$ cat config.mk
export PLATFORM = sky130hd
export DESIGN_NAME = ac_slot_ctrl
export DESIGN_NICKNAME = d
export VERILOG_FILES = /design/src/rtl/ac_slot_pkg.sv /design/src/rtl/ac_slot_seq.sv /design/src/rtl/ac_slot_regs.sv /design/src/rtl/ac_slot_ctrl.sv
export SDC_FILE = /design/constraint.sdc
export NUM_CORES = 1
export LEC_CHECK = 0
export BUFFER_PORTS_ARGS = -buffer_cell sky130_fd_sc_hd__buf_2
export CAP_MARGIN = 10
export CORE_AREA = 2 2 98 100
export DETAILED_ROUTE_END_ITERATION = 16
export DIE_AREA = 0 0 100 102
export MAX_ROUTING_LAYER = met4
export PLACE_DENSITY_LB_ADDON = 0.12
export SYNTH_ARGS = -nofsm -noshare
export SYNTH_HDL_FRONTEND = slang
export SYNTH_SLANG_ARGS = --single-unit
$ cat constraint.sdc
create_clock -name clk -period 3.4 [get_ports clk]
set_clock_uncertainty 0.2 [all_clocks]
set_input_delay 0.17 -clock clk [delete_from_list [all_inputs] [get_ports clk]]
set_output_delay 0.17 -clock clk [all_outputs]
set_load 0.03 [all_outputs]
$ cat src/rtl/ac_slot_pkg.sv
package ac_slot_pkg;

    typedef enum logic [1:0] {
        ST_IDLE  = 2'd0,
        ST_ISSUE = 2'd1,
        ST_WAIT  = 2'd2
    } seq_state_t;

    // Flag register bit positions
    localparam int FLG_S1_TXE = 0;
    localparam int FLG_S2_TXE = 1;
    localparam int FLG_BOTH_TXE = 2;
    localparam int FLG_S1_RXB = 3;
    localparam int FLG_S2_RXB = 4;
    localparam int FLG_S1_RXV = 5;
    localparam int FLG_S2_RXV = 6;
    localparam int FLG_DROP = 7;
    localparam int FLG_W = 8;
    localparam logic [FLG_W-1:0] FLG_RESET = 8'h07;

    // Register word addresses
    localparam int RG_S1TX = 0;
    localparam int RG_S2TX = 1;
    localparam int RG_S1RX = 2;
    localparam int RG_S2RX = 3;
    localparam int RG_FLAGS = 4;

endpackage

$ cat src/rtl/ac_slot_seq.sv
module ac_slot_seq
    import ac_slot_pkg::*;
(
    input  logic clk,
    input  logic rst_n,
    input  logic launch,
    input  logic rsp_valid,
    output logic busy,
    output logic req,
    output logic rsp_ready,
    output logic done
);

    seq_state_t state_q, state_d;

    always_ff @(posedge clk) begin
        if (!rst_n) state_q <= ST_IDLE;
        else        state_q <= state_d;
    end

    always_comb begin
        state_d = state_q;
        unique case (state_q)
            ST_IDLE:  if (launch) state_d = ST_ISSUE;
            ST_ISSUE: state_d = ST_WAIT;
            ST_WAIT:  if (rsp_valid) state_d = ST_IDLE;
            default:  state_d = ST_IDLE;
        endcase
    end

    always_comb begin
        busy      = 1'b0;
        req       = 1'b0;
        rsp_ready = 1'b0;
        done      = 1'b0;
        unique case (state_q)
            ST_IDLE:  ;
            ST_ISSUE: begin
                busy = 1'b1;
                req  = 1'b1;
            end
            ST_WAIT: begin
                busy      = 1'b1;
                rsp_ready = 1'b1;
                done      = rsp_valid;
            end
            default: ;
        endcase
    end

    // an accepted launch produces exactly one request cycle
    p_launch_req_r3: assert property (@(posedge clk) disable iff (!rst_n)
        launch |=> req);
    p_req_single_r3: assert property (@(posedge clk) disable iff (!rst_n)
        req |=> !req);
    // ready follows the request and holds until the handshake
    p_ready_after_req_r10: assert property (@(posedge clk) disable iff (!rst_n)
        req |=> rsp_ready);
    p_ready_hold_r10: assert property (@(posedge clk) disable iff (!rst_n)
        (rsp_ready && !rsp_valid) |=> rsp_ready);
    // a launch is only ever accepted while idle
    p_launch_idle_r8: assert property (@(posedge clk) disable iff (!rst_n)
        launch |-> !busy);

endmodule

$ cat src/rtl/ac_slot_regs.sv
module ac_slot_regs
    import ac_slot_pkg::*;
#(
    parameter int SLOT_W = 20,
    parameter int CA_W   = 7,
    parameter int DATA_W = 16,
    parameter int BUS_W  = 32,
    parameter int RA_W   = 4
) (
    input  logic              clk,
    input  logic              rst_n,
    input  logic              bus_wr,
    input  logic              bus_rd,
    input  logic [RA_W-1:0]   bus_addr,
    input  logic [BUS_W-1:0]  bus_wdata,
    output logic [BUS_W-1:0]  bus_rdata,
    input  logic              busy,
    input  logic              done,
    input  logic [DATA_W-1:0] rsp_data,
    output logic              launch,
    output logic              cmd_rd,
    output logic [CA_W-1:0]   cmd_addr,
    output logic [DATA_W-1:0] cmd_wdata
);

    localparam int DIR_BIT  = SLOT_W - 1;
    localparam int ADDR_HI  = SLOT_W - 2;
    localparam int ADDR_LO  = SLOT_W - 1 - CA_W;
    localparam int RX_SHIFT = SLOT_W - DATA_W;
    localparam int PAD_W    = BUS_W - SLOT_W;

    logic [SLOT_W-1:0] s1tx_q, s2tx_q, s1rx_q, s2rx_q;
    logic [FLG_W-1:0]  flags_q;

    logic sel_s1tx, sel_s2tx, sel_s1rx, sel_s2rx, sel_flags;
    logic wr_s1, collide;
    logic unused_hi;

    assign sel_s1tx  = (bus_addr == RA_W'(RG_S1TX));
    assign sel_s2tx  = (bus_addr == RA_W'(RG_S2TX));
    assign sel_s1rx  = (bus_addr == RA_W'(RG_S1RX));
    assign sel_s2rx  = (bus_addr == RA_W'(RG_S2RX));
    assign sel_flags = (bus_addr == RA_W'(RG_FLAGS));

    assign wr_s1   = bus_wr && sel_s1tx;
    assign launch  = wr_s1 && !busy;
    assign collide = wr_s1 && busy;
    assign unused_hi = ^bus_wdata[BUS_W-1:SLOT_W];

    always_ff @(posedge clk) begin
        if (!rst_n) begin
            s1tx_q    <= '0;
            s2tx_q    <= '0;
            s1rx_q    <= '0;
            s2rx_q    <= '0;
            flags_q   <= FLG_RESET;
            cmd_rd    <= 1'b0;
            cmd_addr  <= '0;
            cmd_wdata <= '0;
        end else begin
            // read side effects first so that later events win
            if (bus_rd && sel_s1rx)  flags_q[FLG_S1_RXV] <= 1'b0;
            if (bus_rd && sel_s2rx)  flags_q[FLG_S2_RXV] <= 1'b0;
            if (bus_rd && sel_flags) flags_q[FLG_DROP]   <= 1'b0;

            if (done) begin
                flags_q[FLG_S1_TXE]   <= 1'b1;
                flags_q[FLG_S2_TXE]   <= 1'b1;
                flags_q[FLG_BOTH_TXE] <= 1'b1;
                if (cmd_rd) begin
                    s1rx_q <= {1'b0, s1tx_q[DIR_BIT-1:0]};
                    s2rx_q <= {rsp_data, {RX_SHIFT{1'b0}}};
                    flags_q[FLG_S1_RXB] <= 1'b0;
                    flags_q[FLG_S2_RXB] <= 1'b0;
                    flags_q[FLG_S1_RXV] <= 1'b1;
                    flags_q[FLG_S2_RXV] <= 1'b1;
                end
            end

            if (bus_wr && sel_s2tx) begin
                s2tx_q <= bus_wdata[SLOT_W-1:0];
                flags_q[FLG_S2_TXE]   <= 1'b0;
                flags_q[FLG_BOTH_TXE] <= 1'b0;
            end

            if (launch) begin
                s1tx_q    <= bus_wdata[SLOT_W-1:0];
                cmd_rd    <= bus_wdata[DIR_BIT];
                cmd_addr  <= bus_wdata[ADDR_HI:ADDR_LO];
                cmd_wdata <= s2tx_q[SLOT_W-1 -: DATA_W];
                flags_q[FLG_S1_TXE]   <= 1'b0;
                flags_q[FLG_BOTH_TXE] <= 1'b0;
                if (bus_wdata[DIR_BIT]) begin
                    flags_q[FLG_S1_RXB] <= 1'b1;
                    flags_q[FLG_S2_RXB] <= 1'b1;
                end
            end

            if (collide) flags_q[FLG_DROP] <= 1'b1;
        end
    end

    always_comb begin
        bus_rdata = '0;
        if (sel_s1tx)       bus_rdata = {{PAD_W{1'b0}}, s1tx_q};
        else if (sel_s2tx)  bus_rdata = {{PAD_W{1'b0}}, s2tx_q};
        else if (sel_s1rx)  bus_rdata = {{PAD_W{1'b0}}, s1rx_q};
        else if (sel_s2rx)  bus_rdata = {{PAD_W{1'b0}}, s2rx_q};
        else if (sel_flags) bus_rdata = {{(BUS_W-FLG_W){1'b0}}, flags_q};
    end

    // a command write during a transaction is dropped and flagged
    p_drop_keep_r8: assert property (@(posedge clk) disable iff (!rst_n)
        collide |=> (flags_q[FLG_DROP] && $stable(s1tx_q)));
    // read completion fills both receive slots as valid
    p_read_fill_r5: assert property (@(posedge clk) disable iff (!rst_n)
        (done && cmd_rd) |=> (flags_q[FLG_S1_RXV] && flags_q[FLG_S2_RXV]
                              && !flags_q[FLG_S1_RXB] && !flags_q[FLG_S2_RXB]));
    // a data-slot write leaves the data slot marked not empty
    p_s2_empty_r2: assert property (@(posedge clk) disable iff (!rst_n)
        (bus_wr && sel_s2tx) |=> !flags_q[FLG_S2_TXE]);
    // receive-busy only while the sequencer is active
    p_busy_hold_r6: assert property (@(posedge clk) disable iff (!rst_n)
        (flags_q[FLG_S1_RXB] || flags_q[FLG_S2_RXB]) |-> busy);
    // a codec write completion leaves the receive slots alone
    p_write_keep_r4: assert property (@(posedge clk) disable iff (!rst_n)
        (done && !cmd_rd) |=> ($stable(s1rx_q) && $stable(s2rx_q)));

endmodule

$ cat src/rtl/ac_slot_ctrl.sv
module ac_slot_ctrl
    import ac_slot_pkg::*;
#(
    parameter int SLOT_W = 20,
    parameter int CA_W   = 7,
    parameter int DATA_W = 16,
    parameter int BUS_W  = 32,
    parameter int RA_W   = 4
) (
    input  logic              clk,
    input  logic              rst_n,
    input  logic              bus_wr,
    input  logic              bus_rd,
    input  logic [RA_W-1:0]   bus_addr,
    input  logic [BUS_W-1:0]  bus_wdata,
    output logic [BUS_W-1:0]  bus_rdata,
    output logic              cdc_req,
    output logic              cdc_rd,
    output logic [CA_W-1:0]   cdc_addr,
    output logic [DATA_W-1:0] cdc_wdata,
    input  logic              cdc_rsp_valid,
    input  logic [DATA_W-1:0] cdc_rsp_data,
    output logic              cdc_rsp_ready
);

    logic launch, busy, done;

    ac_slot_regs #(
        .SLOT_W (SLOT_W),
        .CA_W   (CA_W),
        .DATA_W (DATA_W),
        .BUS_W  (BUS_W),
        .RA_W   (RA_W)
    ) u_regs (
        .clk       (clk),
        .rst_n     (rst_n),
        .bus_wr    (bus_wr),
        .bus_rd    (bus_rd),
        .bus_addr  (bus_addr),
        .bus_wdata (bus_wdata),
        .bus_rdata (bus_rdata),
        .busy      (busy),
        .done      (done),
        .rsp_data  (cdc_rsp_data),
        .launch    (launch),
        .cmd_rd    (cdc_rd),
        .cmd_addr  (cdc_addr),
        .cmd_wdata (cdc_wdata)
    );

    ac_slot_seq u_seq (
        .clk       (clk),
        .rst_n     (rst_n),
        .launch    (launch),
        .rsp_valid (cdc_rsp_valid),
        .busy      (busy),
        .req       (cdc_req),
        .rsp_ready (cdc_rsp_ready),
        .done      (done)
    );

endmodule

# After elaboration in Yosys (flattened, before gate mapping)
# Index checks and enable logic that the tools add are counted.
word_totals:
  out_inout_bits: 58
  ff_bits: 109
  wordCells: 60
  input_bits: 57
op_classes:
  reduce_logical: 17
  eq_ne: 8
  muxes: 22
op_table:
  columns: ["op", "n"]
  rows:
  - ["2-to-1 mux 32 bit", 4]
  - ["2-to-1 mux 1 bit", 9]
  - ["equality test 4 x 2 -> 1 bit, second input constant", 2]
  - ["2-to-1 mux 2 bit", 4]
  - ["2-to-1 mux 8 bit", 1]
  - ["logical AND 1 bit", 7]
  - ["2-to-1 mux 7 bit", 1]
  - ["case mux 2 bit (3 select lines)", 1]
  - ["nonzero test 2 bit", 3]
  - ["equality test 4 x 1 -> 1 bit, second input constant", 1]
  - ["equality test 4 x 3 -> 1 bit, second input constant", 1]
  - ["logical NOT 4 bit", 1]
  - ["2-to-1 mux 4 bit", 1]
  - ["inequality test 2 bit, second input constant", 2]
  - ["AND reduction 2 bit", 2]
  - ["2-to-1 mux 3 bit", 1]
  - ["nonzero test 3 bit", 1]
  - ["equality test 2 x 1 -> 1 bit, second input constant", 1]
  - ["equality test 2 bit, second input constant", 1]
  - ["logical NOT 2 bit", 1]
  - ["OR reduction 2 bit", 1]
  - ["logical NOT 1 bit", 1]

# Longest topological paths before layout
logic_depth:
  word_depth: 7
  depth_mapped: 7
  mapped_depth_nobuf: 5

# Cells and area by module
# A second synthesis with hierarchy kept.
hier_totals:
  hier_cells: 514
  hier_area_um2: 4665.7
modules_own_cells:
  columns: ["module", "area_each_um2", "cells_each", "seq_area_each_um2", "n_inst"]
  rows:
  - ["ac_slot_regs", 4508.1, 496, 1981.9, 1]
  - ["ac_slot_seq", 157.7, 18, 40.0, 1]

# Worst setup path after synthesis
# OpenSTA, ideal clock, no wires.
synth_timing:
  path_type: "input -> output"
  start: "in bus_addr[0]"
  end: "out bus_rdata[7]"
  path_stages: 5
  required_time_ns: 3.030
  arrival_ns: 1.828
  path_slack_ns: 1.202
  path_cell_list: "buf_6 -> buf_2 -> nor2_1 -> a21boi_0 -> o41ai_1"
synth_via:
  elab_chain_cells: 6
  elab_cells_between_ends: 10
synth_rtl:
  columns: ["element", "line_no", "source"]
  rows:
  - ["start, declared", "ac_slot_ctrl.sv:14", "input logic [RA_W-1:0] bus_addr,"]
  - ["equality test 4 x 3 -> 1 bit", "ac_slot_regs.sv:43", "assign sel_flags = (bus_addr == RA_W'(RG_FLAGS));"]
  - ["2-to-1 mux 8 bit", "ac_slot_regs.sv:109", "else if (sel_flags) bus_rdata = {{(BUS_W-FLG_W){1'b0}}, flags_q};"]
  - ["2-to-1 mux 32 bit", "ac_slot_regs.sv:108", "else if (sel_s2rx) bus_rdata = {{PAD_W{1'b0}}, s2rx_q};"]
  - ["2-to-1 mux 32 bit", "ac_slot_regs.sv:107", "else if (sel_s1rx) bus_rdata = {{PAD_W{1'b0}}, s1rx_q};"]
  - ["2-to-1 mux 32 bit", "ac_slot_regs.sv:106", "else if (sel_s2tx) bus_rdata = {{PAD_W{1'b0}}, s2tx_q};"]
  - ["2-to-1 mux 32 bit (*)", "ac_slot_regs.sv:105", "if (sel_s1tx) bus_rdata = {{PAD_W{1'b0}}, s1tx_q};"]
  - ["end, declared", "ac_slot_ctrl.sv:16", "output logic [BUS_W-1:0] bus_rdata,"]
# Mark *: on every way between the ends. The rest lies on a longest branch, timed or not.

# Final worst setup path
layout_timing:
  start: "in bus_addr[1]"
  end: "out bus_rdata[6]"
# Same word-level chain as after synthesis.

==> summary.txt <==
Synth
  • Post-Synthesis Cells: 571
  • Ys Warns: 0
  • Cell area after synthesis: 4980 µm²
  • Yosys reg bits: 101
  • Yosys cell types: 44
  • Synth top area share: 0.406
  • Synth top area cells: dfxtp_1 (41%), a21boi_0 (8.9%), nand2_1 (6.0%)
  • Post-synth top area cell: dfxtp_1
  • Register area share after synthesis: 0.406
  • Synthesized area per cell: 8.72 µm²

Floorplan
  • # IOs: 115
  • Placement Rows: 35
  • Die Y: 102 µm
  • Die Width: 100 µm
  • Die area: 10200 µm²
  • Core ar.: 9110 µm²
  • Effective utilization at floorplan: 0.547

Critical path
  • CP Class: in -> out
  • CP Buf/Inv Count: 2
  • FF-to-FF Start: u_seq.state_q[0]$_SDFFE_PN0P_
  • Worst path cell trace: buf_2, nand2b_1, nor3_1, o31ai_1, buf_2
  • CP max FO: 32
  • Worst path max stage delay: 0.60 ns
  • Slowest CP cell: buf_2
  • Worst setup SP type: primary input
  • CP delay by family, top: buffers and inverters
  • Most used cell, CP: buf_2
  • Crit end category: output port
  • Critical Path Source: bus_addr[1]
  • Critical path arrival: 1.91 ns
  • Crit path required time: 3.03 ns

Finish
  • Commonest non-fill, non-tap cell in the layout: dfxtp_1
  • Nets: 720
  • # fillers: 789
  • Most frequent cells in the layout: dfxtp_1 (101), buf_2 (90), nand2_1 (80)
  • Syn-to-layout area delta: 17.2%
  • N_diodes: 0
  • Share of cells above drive strength 1: 0.200

GRT
  • Vias in the first global route: 4103
  • Most used routing layer in global routing: met1
  • GR Util met1: 0.396
  • GRT Resource Usage Total: 0.266
  • Largest net degree at the start of global routing: 59
  • Met3 Use GR: 0.0465
  • Grt ovf: 0
  • Global-route wire length before repair: 20800 µm
  • Met2 Use GR: 0.375
  • Initial antenna violation count: 0

Drt
  • Routed WL per cell: 16.7 µm
  • Residual DRC: 0
  • Routed vias: 4433
  • Initial drt markers: 340
  • Via density: 5.72
  • Routed Antenna Nets: 0
  • Final WL: 13000 µm
  • DRT Pass-1 Iters: 5

Timing
  • Slew @ Worst Pin: 0.803 ns
  • Max Clk Rate: 438 MHz
  • Tcrit/Tclk final: 0.672
  • RSZ-0062 raised after global routing: false
  • Final hold vios: 0
  • Slew HR: 0.463
  • Setup TNS: 0 ns
  • Count of final max-slew check failures: 0
  • Final setup viols: 0
  • Hold_ws: 0.177 ns
  • Post-layout min period: 2.28 ns

Pwr
  • VDD IR max: 0.000172 V
  • Lkg Pwr: 2.17 nW
  • Power Density: 377 nW/µm²

Clock network
  • H-tree lvl count: 3
  • Postcts setup bufs: 0
  • Resize count post-CTS: 0
  • CTS root buf: clkbuf_8
  • Max Root-Sink Buffers: 2
  • TritonCTS clock tree: done
  • Clk pin slew, worst setup/hold paths: 0.09 ns
  • # clock sinks: 101
  • Worst-skew pair later-pin latency: 0.37 ns
  • Hold_buf cts: 39
  • CTS buffer count: 9

Job
  • Max-cap viol count: 0

Placed design
  • DP HPWL: 8070 µm
  • GPL Wtd Cong: 0.862
  • PortBufs: 90

Min path
  • Hold crit path type: in -> reg
  • Worst Min Path Start: rst_n

Status
  • Status: finished, final reports clean
## state kept, by name, summed over array words and instances, names as in the netlist
name	cells
u_regs.s1rx_q	19
u_regs.flags_q	8
u_regs.s2rx_q	16
u_seq.state_q	2
u_regs.s1tx_q	20
u_regs.s2tx_q	20
u_regs.cmd_wdata	16
## area by class of cell
| class | instances | area (µm²) | share of cell area |
|---|---|---|---|
| clock inverter | 6 | 55.1 | 0.00944 |
| sequential | 101 | 2020 | 0.347 |
| clock buffer | 10 | 138 | 0.0236 |
| tap | 111 | 139 | 0.0238 |
| multi-input combinational | 400 | 2540 | 0.436 |
| inverter | 10 | 37.5 | 0.00644 |
| timing repair buffer | 137 | 901 | 0.154 |
## synthesized netlist by cell type, drive strengths merged
library cell,instances
nand3,58
nor4bb,3
nor4,1
buf,49
o41a,1
nor2b,5
mux2i,2
mux4,11
or2,1
a21oi,3
a21boi,94
conb,1
a32o,3
nand2b,6
mux2,2
dfxtp,101
nor2,6
nor3,5
nor3b,3
a31oi,2
o31ai,5
o21a,3
or3b,1
inv,10
and2,11
nand2,80
a22oi,2
or3,4
a41oi,1
o41ai,1
and3,2
and2b,1
o22ai,3
o21ai,59
ha,4
clkbuf,22
a221oi,5
## stage by stage
stage | utilization | setup slack (ns) | area, µm² | power [mW] | std cells
3_5_place_dp | 0.576 | 1.11 | 5250 | 1.44 | 720
6_report | 0.640 | 1.12 | 5830 | 2.20 | 775
2_1_floorplan | - | 1.20 | 5020 | 1.39 | 582
3_3_place_gp | 0.576 | 1.10 | 5250 | 1.44 | 720
4_1_cts | 0.640 | 1.10 | 5830 | 2.21 | 775
5_1_grt | 0.640 | 0.933 | 5830 | 2.28 | 775
## metal layers
layer / part of all wire / up-vias / wire [µm]
met3: 0.071 / 14 / 919
li1: - / 2156 / -
met5: 0 / - / 0
met2: 0.43 / 180 / 5570
met1: 0.49 / 2083 / 6330
met4: 0.011 / 0 / 144
## kinds of logic after synthesis
| logic type | share of synthesized area |
|---|---|
| simple gates | 0.185 |
| compound gates | 0.247 |
| flops | 0.406 |
| buf+inv | 0.0927 |
| mux | 0.0583 |
| fa+ha+maj | 0.0101 |
| other cells | 0.000753 |
## final timing paths
check	end	slack, ns	cells past startpoint
setup reg to reg	u_regs.flags_q[4]$_SDFF_PN0_	1.29	6
setup / recovery	bus_rdata[6]	1.12	5
hold / removal	u_regs.flags_q[2]$_SDFFE_PN1P_	0.18	2
hold reg to reg	u_regs.s2rx_q[4]$_SDFFE_PN0P_	0.27	2
## worst register-to-register path: stages, from the launching register on
cell and delay [ns]:
dfxtp_1 0.37, inv_1 0.09, ha_1 0.36, nor3_4 0.12
buf_4 0.39, nand3_1 0.29, a21boi_0 0.22
## power by group
| group | internal [mW] | total, mW | switching [mW] | leakage [nW] |
|---|---|---|---|---|
| registers | 1.19 | 1.20 | 0.00736 | 0.814 |
| clock network | 0.299 | 0.745 | 0.446 | 0.0964 |
| logic | 0.101 | 0.254 | 0.153 | 1.26 |
| total | 1.59 | 2.20 | 0.606 | 2.17 |
(Power assumes the default switching activity.)
